$ cat src/rtl/sysopt_pkg.sv
package sysopt_pkg;

    localparam logic [15:0] OPT_ADDR  = 16'h1039;
    localparam logic [7:0]  PROT_MASK = 8'h33;
    localparam logic [7:0]  FREE_MASK = 8'hC8;
    localparam logic [7:0]  RESET_VAL = 8'h10;

    typedef struct packed {
        logic       adc_pwr;
        logic       adc_clk;
        logic       irq_edge;
        logic       osc_dly;
        logic       clk_mon;
        logic       rsv;
        logic [1:0] wd_rate;
    } opt_t;

    function automatic opt_t merge_write(opt_t cur, logic [7:0] wd, logic prot_ok);
        logic [7:0] m;
        logic [7:0] c;
        m = FREE_MASK | (prot_ok ? PROT_MASK : 8'h00);
        c = cur;
        return opt_t'((c & ~m) | (wd & m));
    endfunction

    function automatic logic [7:0] read_view(opt_t cur);
        opt_t v;
        v     = cur;
        v.rsv = 1'b0;
        return v;
    endfunction

endpackage

$ cat src/rtl/sysopt_window.sv
module sysopt_window #(
    parameter int unsigned WINDOW = 64
) (
    input  logic clk,
    input  logic rst,
    input  logic special_mode,
    input  logic wr_hit,
    output logic win_open
);
    localparam int unsigned CW = $clog2(WINDOW + 1);
    localparam logic [CW-1:0] LIMIT = CW'(WINDOW);

    logic [CW-1:0] cnt_q;
    logic          used_q;

    always_ff @(posedge clk) begin
        if (rst) begin
            cnt_q  <= '0;
            used_q <= 1'b0;
        end else begin
            if (cnt_q != LIMIT) begin
                cnt_q <= cnt_q + CW'(1);
            end
            if (wr_hit && !special_mode && win_open) begin
                used_q <= 1'b1;
            end
        end
    end

    assign win_open = (cnt_q < LIMIT) && !used_q;

endmodule

$ cat src/rtl/sysopt_store.sv
module sysopt_store
    import sysopt_pkg::*;
(
    input  logic       clk,
    input  logic       rst,
    input  logic       wr_en,
    input  logic [7:0] wr_data,
    input  logic       prot_en,
    output opt_t       q
);
    always_ff @(posedge clk) begin
        if (rst) begin
            q <= opt_t'(RESET_VAL);
        end else if (wr_en) begin
            q <= merge_write(q, wr_data, prot_en);
        end
    end
endmodule

$ cat src/rtl/sysopt_rate.sv
module sysopt_rate #(
    parameter int unsigned PRESCALE_LOG2 = 15,
    parameter int unsigned STEP_LOG2     = 2,
    parameter int unsigned DIV_W         = 5
) (
    input  logic [1:0]       sel,
    output logic [1:0]       rate,
    output logic [DIV_W-1:0] div_log2
);
    localparam int unsigned NCODES = 4;

    logic [DIV_W-1:0] table_w [NCODES];

    for (genvar g = 0; g < NCODES; g++) begin : g_code
        assign table_w[g] = DIV_W'(PRESCALE_LOG2 + STEP_LOG2 * g);
    end

    assign rate     = sel;
    assign div_log2 = table_w[sel];
endmodule

$ cat src/rtl/sysopt_reg.sv
module sysopt_reg
    import sysopt_pkg::*;
#(
    parameter int unsigned WINDOW        = 64,
    parameter int unsigned PRESCALE_LOG2 = 15,
    parameter int unsigned STEP_LOG2     = 2,
    parameter int unsigned DIV_W         = 5
) (
    input  logic             clk,
    input  logic             rst,
    input  logic             special_mode,
    input  logic [15:0]      bus_addr,
    input  logic             bus_wr,
    input  logic [7:0]       bus_wdata,
    output logic [7:0]       bus_rdata,
    output logic             adc_pwr_up,
    output logic             adc_clk_sel,
    output logic             irq_edge_sel,
    output logic             osc_dly_en,
    output logic             clk_mon_en,
    output logic [1:0]       wdog_rate,
    output logic [DIV_W-1:0] wdog_div_log2
);
    logic       addr_hit;
    logic       wr_hit;
    logic       win_open;
    logic       prot_en;
    opt_t       opt_q;
    logic [7:0] opt_bits;

    assign addr_hit = (bus_addr == OPT_ADDR);
    assign wr_hit   = bus_wr && addr_hit;
    assign prot_en  = special_mode || win_open;

    sysopt_window #(.WINDOW(WINDOW)) win_i (
        .clk          (clk),
        .rst          (rst),
        .special_mode (special_mode),
        .wr_hit       (wr_hit),
        .win_open     (win_open)
    );

    sysopt_store store_i (
        .clk     (clk),
        .rst     (rst),
        .wr_en   (wr_hit),
        .wr_data (bus_wdata),
        .prot_en (prot_en),
        .q       (opt_q)
    );

    sysopt_rate #(
        .PRESCALE_LOG2 (PRESCALE_LOG2),
        .STEP_LOG2     (STEP_LOG2),
        .DIV_W         (DIV_W)
    ) rate_i (
        .sel      (opt_q.wd_rate),
        .rate     (wdog_rate),
        .div_log2 (wdog_div_log2)
    );

    assign opt_bits     = opt_q;
    assign bus_rdata    = addr_hit ? read_view(opt_q) : 8'h00;
    assign adc_pwr_up   = opt_q.adc_pwr;
    assign adc_clk_sel  = opt_q.adc_clk;
    assign irq_edge_sel = opt_q.irq_edge;
    assign osc_dly_en   = opt_q.osc_dly;
    assign clk_mon_en   = opt_q.clk_mon;

endmodule

$ cat config.mk
export PLATFORM = sky130hd
export DESIGN_NAME = sysopt_reg
export DESIGN_NICKNAME = d
export VERILOG_FILES = /design/src/rtl/sysopt_pkg.sv /design/src/rtl/sysopt_window.sv /design/src/rtl/sysopt_store.sv /design/src/rtl/sysopt_rate.sv /design/src/rtl/sysopt_reg.sv
export SDC_FILE = /design/constraint.sdc
export NUM_CORES = 1
export LEC_CHECK = 0
export CORE_ASPECT_RATIO = 1.5
export CORE_MARGIN = 4
export CORE_UTILIZATION = 40
export DETAILED_ROUTE_END_ITERATION = 6
export GPL_ROUTABILITY_DRIVEN = 0
export PLACE_DENSITY_LB_ADDON = 0.15
export REMOVE_ABC_BUFFERS = 1
export SYNTH_ARGS = -nofsm -noshare
export SYNTH_HDL_FRONTEND = slang
export SYNTH_SLANG_ARGS = --single-unit
$ cat constraint.sdc
create_clock -name clk -period 2.1 [get_ports clk]
set_input_delay 0.315 -clock clk [delete_from_list [all_inputs] [get_ports clk]]
set_output_delay 0.315 -clock clk [all_outputs]
set_load 0.005 [all_outputs]
==> run metrics, run 1 <==
Post-DP Area=0.00129 sq mm; die width=45.6 um; Peak VDD IR=0.252 mV; # fillers=about 180; synthesis-to-finish area growth=57.9%; final hold slack=0.491 ns; GRT Total Usage=15.3%; M3 GR Usage=4.44%; Worst-path clk slew=0.09 ns; met1 usage=14.8%; # port buffers=44; status=finished clean; DRT Pass-1 Iters=4; startpoint types=input pin; Avg Inst Size Synth=8.94 sq um; Fmax=494 MHz; Inserted Clock Buffers=3; pwr dens=a little over 400 mW/mm^2; worst-path cell chain=clkdlybuf4s50_1 -> nor4bb_4 -> and4_4 -> and2_1 -> dlygate4sd2_1; Placed Cells=157; RSZ-0062 raised after global routing=no; CTS max path bufs=2; worst hold path type=reg -> reg; final hold vios=0; cell count after synthesis=95; total of max-cap violations=0; leading post-synthesis cells by cell area=dfxtp_1 35%, ha_1 7.4%, nand2b_1 7.4%; GR met2 Demand/Resource=28.5%; site row count=20; CTS tree=done; Nets=175; CP Class=in -> out; IO Count=48; global-route wire length before repair=3.38 mm; n_diodes=0; via count=816; Iter 0 DRT Violations=8; crit end category=primary output; vias per inst=around 5; required time worst endpoint=1.78 ns; CTS Sinks=15; Final Max Tran Viols=0; cell family with most CP delay=simple AND/OR/NAND/NOR gates; synth warn=0; sequential fraction of the synthesis area=35.3%; critical path data arrival time=between 1.5 and 2 ns; Crit path buffers/inverters=2; area of the core=0.00203 sq mm; Tcrit/Tclk final=96.4%; HPWL Detailed=about 1.7 mm; max incr delay on CP=0.45 ns; Worst-Margin Slew=0.512 ns; Starting Density=41.9%; FF+latch count, synth=15; Final Cell Area=approximately 0.0013 sq mm; Cell Area, Synth=~850 sq um; most frequent cells in the layout=36 x clkdlybuf4s50_1, 14 x dfxtp_1, 12 x nor2_1; GR peak layer=met2; Finish-stage setup viols=0; Routed WL=2.08 mm; Worst slew margin=65.8%; non-filler cells, final=roughly 160; CTS Root Buffer Type=clkbuf_4; Overflow after GRT=0; initial antenna violation count=0; most common cell after layout, fill and taps aside=clkdlybuf4s50_1; per-cell routed wire length=about 13 um; Unique masters post-synth=26; area leader, netlist=dfxtp_1; clk_lat worst skew=0.28 ns; LEAKAGE=0.550 nW; clk_skew=0.00667 ns; Tmin final=2.02 ns; Total Power=around 550 uW; share of layout cells above drive strength 1=11.3%; Routed Antenna Nets=0; via count of the first global-routing pass=approximately 860; CTS HTree Levels=1; CP max FO=6; # hold bufs at CTS=0; Synth top area share=a little over a third; largest net degree at the start of global routing=20; detailed-route DRC error count=0; CP max-delay cell=clkdlybuf4s50_1; height of the die=64.4 um; die area=around 0.0029 sq mm
-- final timing paths --
path | start | to | slack [ns] | cells past startpoint
hold reg to reg | flop | flop | 0.49 | 2
setup reg to reg | win_i.cnt_q[0] | win_i.cnt_q[4] | 0.69 | 6
setup / recovery | bus_addr[4] | bus_rdata[6] | 0.08 | 5
hold / removal | flop | flop | 0.49 | 2
-- cell usage after synthesis --
master and n:
xor2_1 4, clkbuf_1 2, nor4_1 1, o21ai_0 2, nor4b_1 1, buf_4 3, and3_1 1, dfxtp_1 15
and2_1 8, nor4bb_1 2, nor2_1 12, inv_1 6, conb_1 2, xnor2_1 2, or2_2 1, ha_1 5
nand3b_1 1, o211a_4 1, nand2b_1 10, a31oi_1 1, and4_4 1, nor4b_2 1, nand4b_1 3, o21ai_1 1
nand3_1 4, mux2i_1 5
-- report_power, final --
| part | switching (mW) | total, mW | internal [mW] |
|---|---|---|---|
| Combinational | 0.0251 | 0.0851 | 0.0600 |
| Sequential | 0.00730 | 0.297 | 0.289 |
| Clock | 0.0915 | 0.165 | 0.0737 |
| Total | 0.124 | 0.547 | 0.423 |
-- routing by layer --
layer / routed length (um) / up-vias / part of all wire [%]
li1: - / 403 / -
met1: 790 / 374 / 38
met3: 173 / 2 / 8.3
met4: 4 / 0 / 0.19
met5: 0 / - / 0
met2: 1120 / 37 / 54
-- stage by stage --
| stage | TNS, ns | worst slack, ns | util, % |
|---|---|---|---|
| final | 0 | 0.0756 | 66.2 |
| after global routing | 0 | 0.00909 | 66.2 |
| after CTS | -0.0181 | -0.0181 | 66.5 |
| after detailed placement | -1.82 | -0.274 | 63.9 |
| after global placement | -1.87 | -0.271 | 63.9 |
| after floorplan | 0 | 0.771 | - |
-- logic make-up after synthesis --
group	after synthesis	share of synthesized area, %
muxes	5	5.89
AOI/OAI and AO/OA	5	4.57
and+or+nand+nor	46	33.6
buffers and inverters	11	6.19
other	2	0.884
adders and majority gates	5	7.36
DFF	15	35.3
xor gates and xnor gates	6	6.19
-- layout make-up --
cell class | count | area [sq um] | area share (%)
multi-input cells | 69 | 518 | 38.6
well taps | 22 | 27.5 | 2.05
repair buffers | 47 | 445 | 33.2
flip-flops and latches | 15 | 302 | 22.5
inverters | 6 | 22.5 | 1.68
clock buffers | 4 | 26.3 | 1.96
-- timing repair --
action / 4_1_cts / 5_1_grt
setup buffers: 2 / 0
resized for setup: 14 / 6
setup endpoints to repair: 7 / 6
gates cloned: 0 / 0
pin swaps: 1 / 1
hold endpoints to repair: 0 / 0
-- worst min-delay path, stage by stage, from the launching register on --
cell      delay (ns)
dfxtp_1         0.33
nand2b_1        0.06
mux2i_1         0.06
Power figures use the tool's default switching activity.
==> run 2, diff against run 1 <==
CORE_MARGIN = 2   (was 4)
CORE_UTILIZATION = 30   (was 40)
==> run 2 against run 1 <==
  * Design area up 9.7%
  * Clock power is 39% higher
  * Non-clock buffer count increased by 4
  * Critical endpoint is now bus_rdata[4]
  * Largest cell class unchanged
==> run metrics, run 2 (same netlist as run 1, synthesis figures left out) <==
Crit. path cell count=7 (+2); worst reg2reg path depth=6 (unchanged); Worst-path clk slew=0.06 ns (-0.03 ns); Fmax=483 MHz (-2.2%); GRT Total Usage=13.9% (-1.4 points); share of layout cells above drive strength 1=15.8% (+4.4 points); final hold vios=0 (unchanged); synthesis-to-finish area growth=73.2%; Total Power=617 uW (+13%); DRT Pass-1 Iters=4 (unchanged); CTS tree=done; # hold bufs at CTS=0 (unchanged); CP max-delay cell=clkdlybuf4s50_1; pwr dens=419 mW/mm^2 (+2.9%); Clk pwr share=37.1% (+6.9 points); Tcrit/Tclk final=98.6% (+2.2 points); Final Cell Area=0.00147 sq mm (+9.7%); height of the die=69.2 um (+7.3%); vias per inst=4.60 (-8.1%); crit end category=primary output; final hold slack=0.473 ns (-0.0173 ns); Hold Path Stages=2 (unchanged); Sw Ratio=21.5% (-1.1 points); area of the multi-input gates=562 sq um (+8.5%); global-route wire length before repair=3.37 mm (-0.21%); worst-path cell chain=clkdlybuf4s50_1 -> nor4_4 -> and4_4 -> buf_6 -> buf_6 -> and2_1 -> buf_2; Routed WL=2.26 mm (+8.2%); via count of the first global-routing pass=829 (-3.4%); Seq pwr share=48.1% (-6.1 points); worst hold path type=reg -> reg; HP Start=win_i.used_q; initial antenna violation count=0 (unchanged); Worst slew margin=63.9% (-1.8 points); most frequent cells in the layout=28 x clkdlybuf4s50_1, 15 x dfxtp_1, 12 x nor2_1; CTS Sinks=15 (unchanged); # port buffers=44 (unchanged); Sw Pwr=133 uW (+7.1%); internal power=484 uW (+15%); Worst-Margin Slew=0.539 ns (+0.0273 ns); site row count=23 (+15%); Overflow after GRT=0 (unchanged); cell family with most CP delay=buffers and inverters; CTS max path bufs=2 (unchanged); startpoint types=input pin; clk_skew=0.00258 ns (-0.00409 ns); per-cell routed wire length=12.3 um (-3.6%); CP Class=in -> out; combinational fraction of design power=14.8% (-0.8 points); CTS HTree Levels=1 (unchanged); area of the core=0.00268 sq mm (+32%); Reg-to-Reg Start=win_i.cnt_q[0]; critical path data arrival time=1.76 ns (+0.05 ns); die area=0.00328 sq mm (+12%); Final Max Tran Viols=0 (unchanged); Crit path buffers/inverters=4 (+2); largest net degree at the start of global routing=20 (unchanged); CTS Root Buffer Type=clkbuf_8; required time worst endpoint=1.78 ns (about the same); # fillers=252 (+38%); Peak VDD IR=0.232 mV (-7.8%); Iter 0 DRT Violations=4 (-4); via count=842 (+3.2%); CP startpoint=bus_addr[8]; Post-Route Setup TNS=0 ns (unchanged); Inserted Clock Buffers=3 (unchanged); Routed Antenna Nets=0 (unchanged); IO Count=48 (unchanged); RSZ-0062 raised after global routing=no; Nets=180 (+2.9%); Post-DP Area=0.00132 sq mm (+2.0%); Finish-stage setup viols=0 (unchanged); Reg area=300 sq um (-0.41%); die width=47.5 um (+4.0%); Final Util=55.0% (-11 points); status=finished clean; max incr delay on CP=0.44 ns (about the same); Critical Path Most Common Cell=buf_6; Starting Density=31.7% (-10 points); most common cell after layout, fill and taps aside=clkdlybuf4s50_1; n_diodes=0 (unchanged); Tmin final=2.07 ns (+0.0462 ns); detailed-route DRC error count=0 (unchanged); HPWL Detailed=1.55 mm (-7.3%); total of max-cap violations=0 (unchanged); CP max FO=3 (-3); LEAKAGE=0.671 nW (+22%); clk_lat worst skew=0.24 ns (-0.04 ns)
[run 2: cell types whose count changed in the layout (fill, tap and decap cells not counted), moves of 3 or more]
cell             before  now
buf_2                 1    5
clkbuf_4              3    0
clkbuf_8              0    3
clkdlybuf4s50_1      36   28
dlymetal6s2s_1        0    8
[run 2: worst min-delay path, cell delays in order (launching register included)]
cell     delay (ns)
dfxtp_1        0.33
a31oi_1        0.04
nor2_1         0.07
[run 2: layout make-up]
class                           instances  share of cell area [%]
Multi-Input combinational cell         70                    38.2
Timing Repair Buffer                   51                    33.7
Sequential cell                        15                    20.4
Tap cell                               37                    3.15
Clock buffer                            4                    3.06
Inverter                                6                    1.53
[run 2: path summary, 6_finish.rpt]
path / slack [ns] / end
worst max register to register: 0.71 / win_i.cnt_q[5]
worst min-delay path: 0.47 / win_i.used_q
worst min register to register: 0.47 / win_i.used_q
worst max-delay path: 0.03 / bus_rdata[4]
[run 2: metal layers]
layer | wire [um] | vias to the layer above | GRT usage [%]
met5 | 0 | - | 0
met1 | 826 | 393 | 14.9
met3 | 121 | 4 | 4.17
li1 | - | 415 | -
met2 | 1260 | 30 | 22.8
met4 | 43 | 0 | 7.41
[run 2: power groups by stage]
| stage | Combinational (mW) | Sequential [mW] | Clock [mW] |
|---|---|---|---|
| floorplan | 0.0244 | 0.301 | 0 |
| global placement | 0.0810 | 0.303 | 0 |
| detailed placement | 0.0822 | 0.303 | 0 |
| CTS | 0.0898 | 0.297 | 0.231 |
| global route | 0.0982 | 0.298 | 0.252 |
| finish | 0.0912 | 0.297 | 0.229 |
[run 2: metrics by stage]
step | instances | setup WS, ns
final | 183 | 0.0294
after global placement | 173 | -0.275
after global routing | 183 | 0.00430
after detailed placement | 173 | -0.274
after CTS | 183 | 0.00248
after floorplan | 90 | 0.771
[run 2: repair_timing]
item                                    in CTS  in global routing
endpoints found under the setup margin       7                  3
cloned                                       1                  0
pin swaps                                    2                  6
buffers inserted                             5                  0
hold endpoints to repair                     0                  0
gates resized for setup                     31                 11
==> run 3, diff against run 2 <==
SKIP_CTS_REPAIR_TIMING = 1   (was unset)
==> run 3 against run 2 <==
  * The flow now finishes with violations (negative setup slack)
  * Hold slack worse by 0.0028 ns
  * Sequential share of layout area down 0.32 points
  * Core utilization up 0.89 points
  * Routed wire length down 0.80%
  * Power down 0.45%
  * Cell count up 0.55%
  * First-iteration DRC count up 25%
  * Clock-buffer cell count unchanged
  * Sequential power about the same
  * Maximum frequency down 2.2%
  * Non-clock buffer count up 1
  * Largest power group unchanged
==> run metrics, run 3 (same netlist as run 1, synthesis figures left out) <==
status=complete, but fails checks; failing checks=negative setup slack; HPWL Detailed=1.55 mm (unchanged); worst-path cell chain=clkdlybuf4s50_1 -> nor4b_2 -> and4_4 -> buf_6 -> and2_1 -> buf_2; clk_lat worst skew=0.24 ns (about the same); area of the core=0.00268 sq mm (unchanged); combinational fraction of design power=14.9% (about the same); CTS max path bufs=2 (unchanged); CP Class=in -> out; Worst-path clk slew=0.06 ns (about the same); IO Count=48 (unchanged); Final Cell Area=0.00150 sq mm (+1.6%); Final Max Tran Viols=0 (unchanged); Fmax=473 MHz (-2.2%); per-cell routed wire length=12.2 um (-1.3%); via count=827 (-1.8%); DRT Pass-1 Iters=3 (-1); cell family with most CP delay=simple AND/OR/NAND/NOR gates; final hold vios=0 (unchanged); startpoint types=input pin; Nets=181 (+0.56%); largest net degree at the start of global routing=20 (unchanged); GRT Total Usage=12.4% (-1.5 points); height of the die=69.2 um (unchanged); pwr dens=411 mW/mm^2 (-2.0%); share of layout cells above drive strength 1=15.0% (-0.79 points); Seq pwr share=48.3% (+0.2 points); Overflow after GRT=0 (unchanged); Post-Route Setup TNS=-0.0264 ns (-0.0264 ns); initial antenna violation count=0 (unchanged); Inserted Clock Buffers=3 (unchanged); Total Power=614 uW (-0.45%); via count of the first global-routing pass=770 (-7.1%); global-route wire length before repair=3.02 mm (-10%); final hold slack=0.471 ns (-0.00278 ns); detailed-route DRC error count=0 (unchanged); Worst Slack Setup Final=-0.0161 ns (-0.0455 ns); LEAKAGE=0.720 nW (+7.3%); Starting Density=31.7% (unchanged); die area=0.00328 sq mm (unchanged); Worst slew margin=62.5% (-1.5 points); Crit path buffers/inverters=3 (-1); non-filler cells, final=184 (+0.55%); worst hold path type=reg -> reg; vias per inst=4.49 (-2.3%); CTS HTree Levels=1 (unchanged); # port buffers=44 (unchanged); synthesis-to-finish area growth=76.0%; Peak VDD IR=0.263 mV (+13%); Finish-stage setup viols=2 (+2); Final Util=55.9% (+0.89 points); die width=47.5 um (unchanged); crit end category=primary output; setup slack after placement=-0.274 ns (unchanged); critical path data arrival time=1.80 ns (+0.04 ns); Routed WL=2.24 mm (-0.80%); Post-DP Area=0.00132 sq mm (unchanged); required time worst endpoint=1.78 ns (about the same); Clk pwr share=36.8% (-0.3 points); CP max-delay cell=nor4b_2; Tmin final=2.12 ns (+0.0455 ns); Iter 0 DRT Violations=5 (+1); total of max-cap violations=0 (unchanged); CTS Root Buffer Type=clkbuf_8; site row count=23 (unchanged); clk_skew=0.00185 ns (-0.000728 ns); Placed Cells=173 (unchanged); most common cell after layout, fill and taps aside=clkdlybuf4s50_1; CTS tree=done; Tcrit/Tclk final=101% (+2.2 points); most frequent cells in the layout=32 x clkdlybuf4s50_1, 15 x dfxtp_1, 12 x nor2_1; CP max FO=4 (+1); CTS Sinks=15 (unchanged); Sw Ratio=21.0% (-0.55 points); Worst-Margin Slew=0.561 ns (+0.0221 ns); max incr delay on CP=0.43 ns (about the same); internal power=486 uW (+0.24%); Sw Pwr=129 uW (-3.0%); n_diodes=0 (unchanged); Routed Antenna Nets=0 (unchanged)
run 3: layout make-up:
cell class,count,area [sq um]
tap,37,46.3
sequential,15,300
timing repair buffer,52,526
clock buffer,4,45.0
inverter,6,22.5
multi-input combinational,70,556
fill,253,1180
run 3: worst min-delay path: stages (launching register included):
cell and delay, ns:
dfxtp_1 0.33, a31oi_1 0.04, nor2_1 0.07
run 3: final timing paths:
path | from | endpoint | slack (ns) | cells after the start
worst max register to register | win_i.cnt_q[0] | win_i.cnt_q[5] | 0.71 | 6
worst max-delay path | bus_addr[10] | bus_rdata[4] | -0.02 | 6
worst min-delay path | win_i.used_q | win_i.used_q | 0.47 | 2
worst min register to register | win_i.used_q | win_i.used_q | 0.47 | 2
run 3: per-layer routing:
metal,GRT usage (%),up-vias,share of wire (%)
met2,20.4,28,55
li1,-,417,-
met3,3.39,2,5.9
met5,0,-,0
met4,5.56,0,0.76
met1,14.0,380,39
run 3: power groups by stage:
| stage | combinational, mW | clock, mW | sequential [mW] |
|---|---|---|---|
| floorplan | 0.0244 | 0 | 0.301 |
| global placement | 0.0810 | 0 | 0.303 |
| detailed placement | 0.0822 | 0 | 0.303 |
| CTS | 0.0825 | 0.231 | 0.297 |
| global route | 0.0991 | 0.248 | 0.298 |
| finish | 0.0917 | 0.226 | 0.297 |
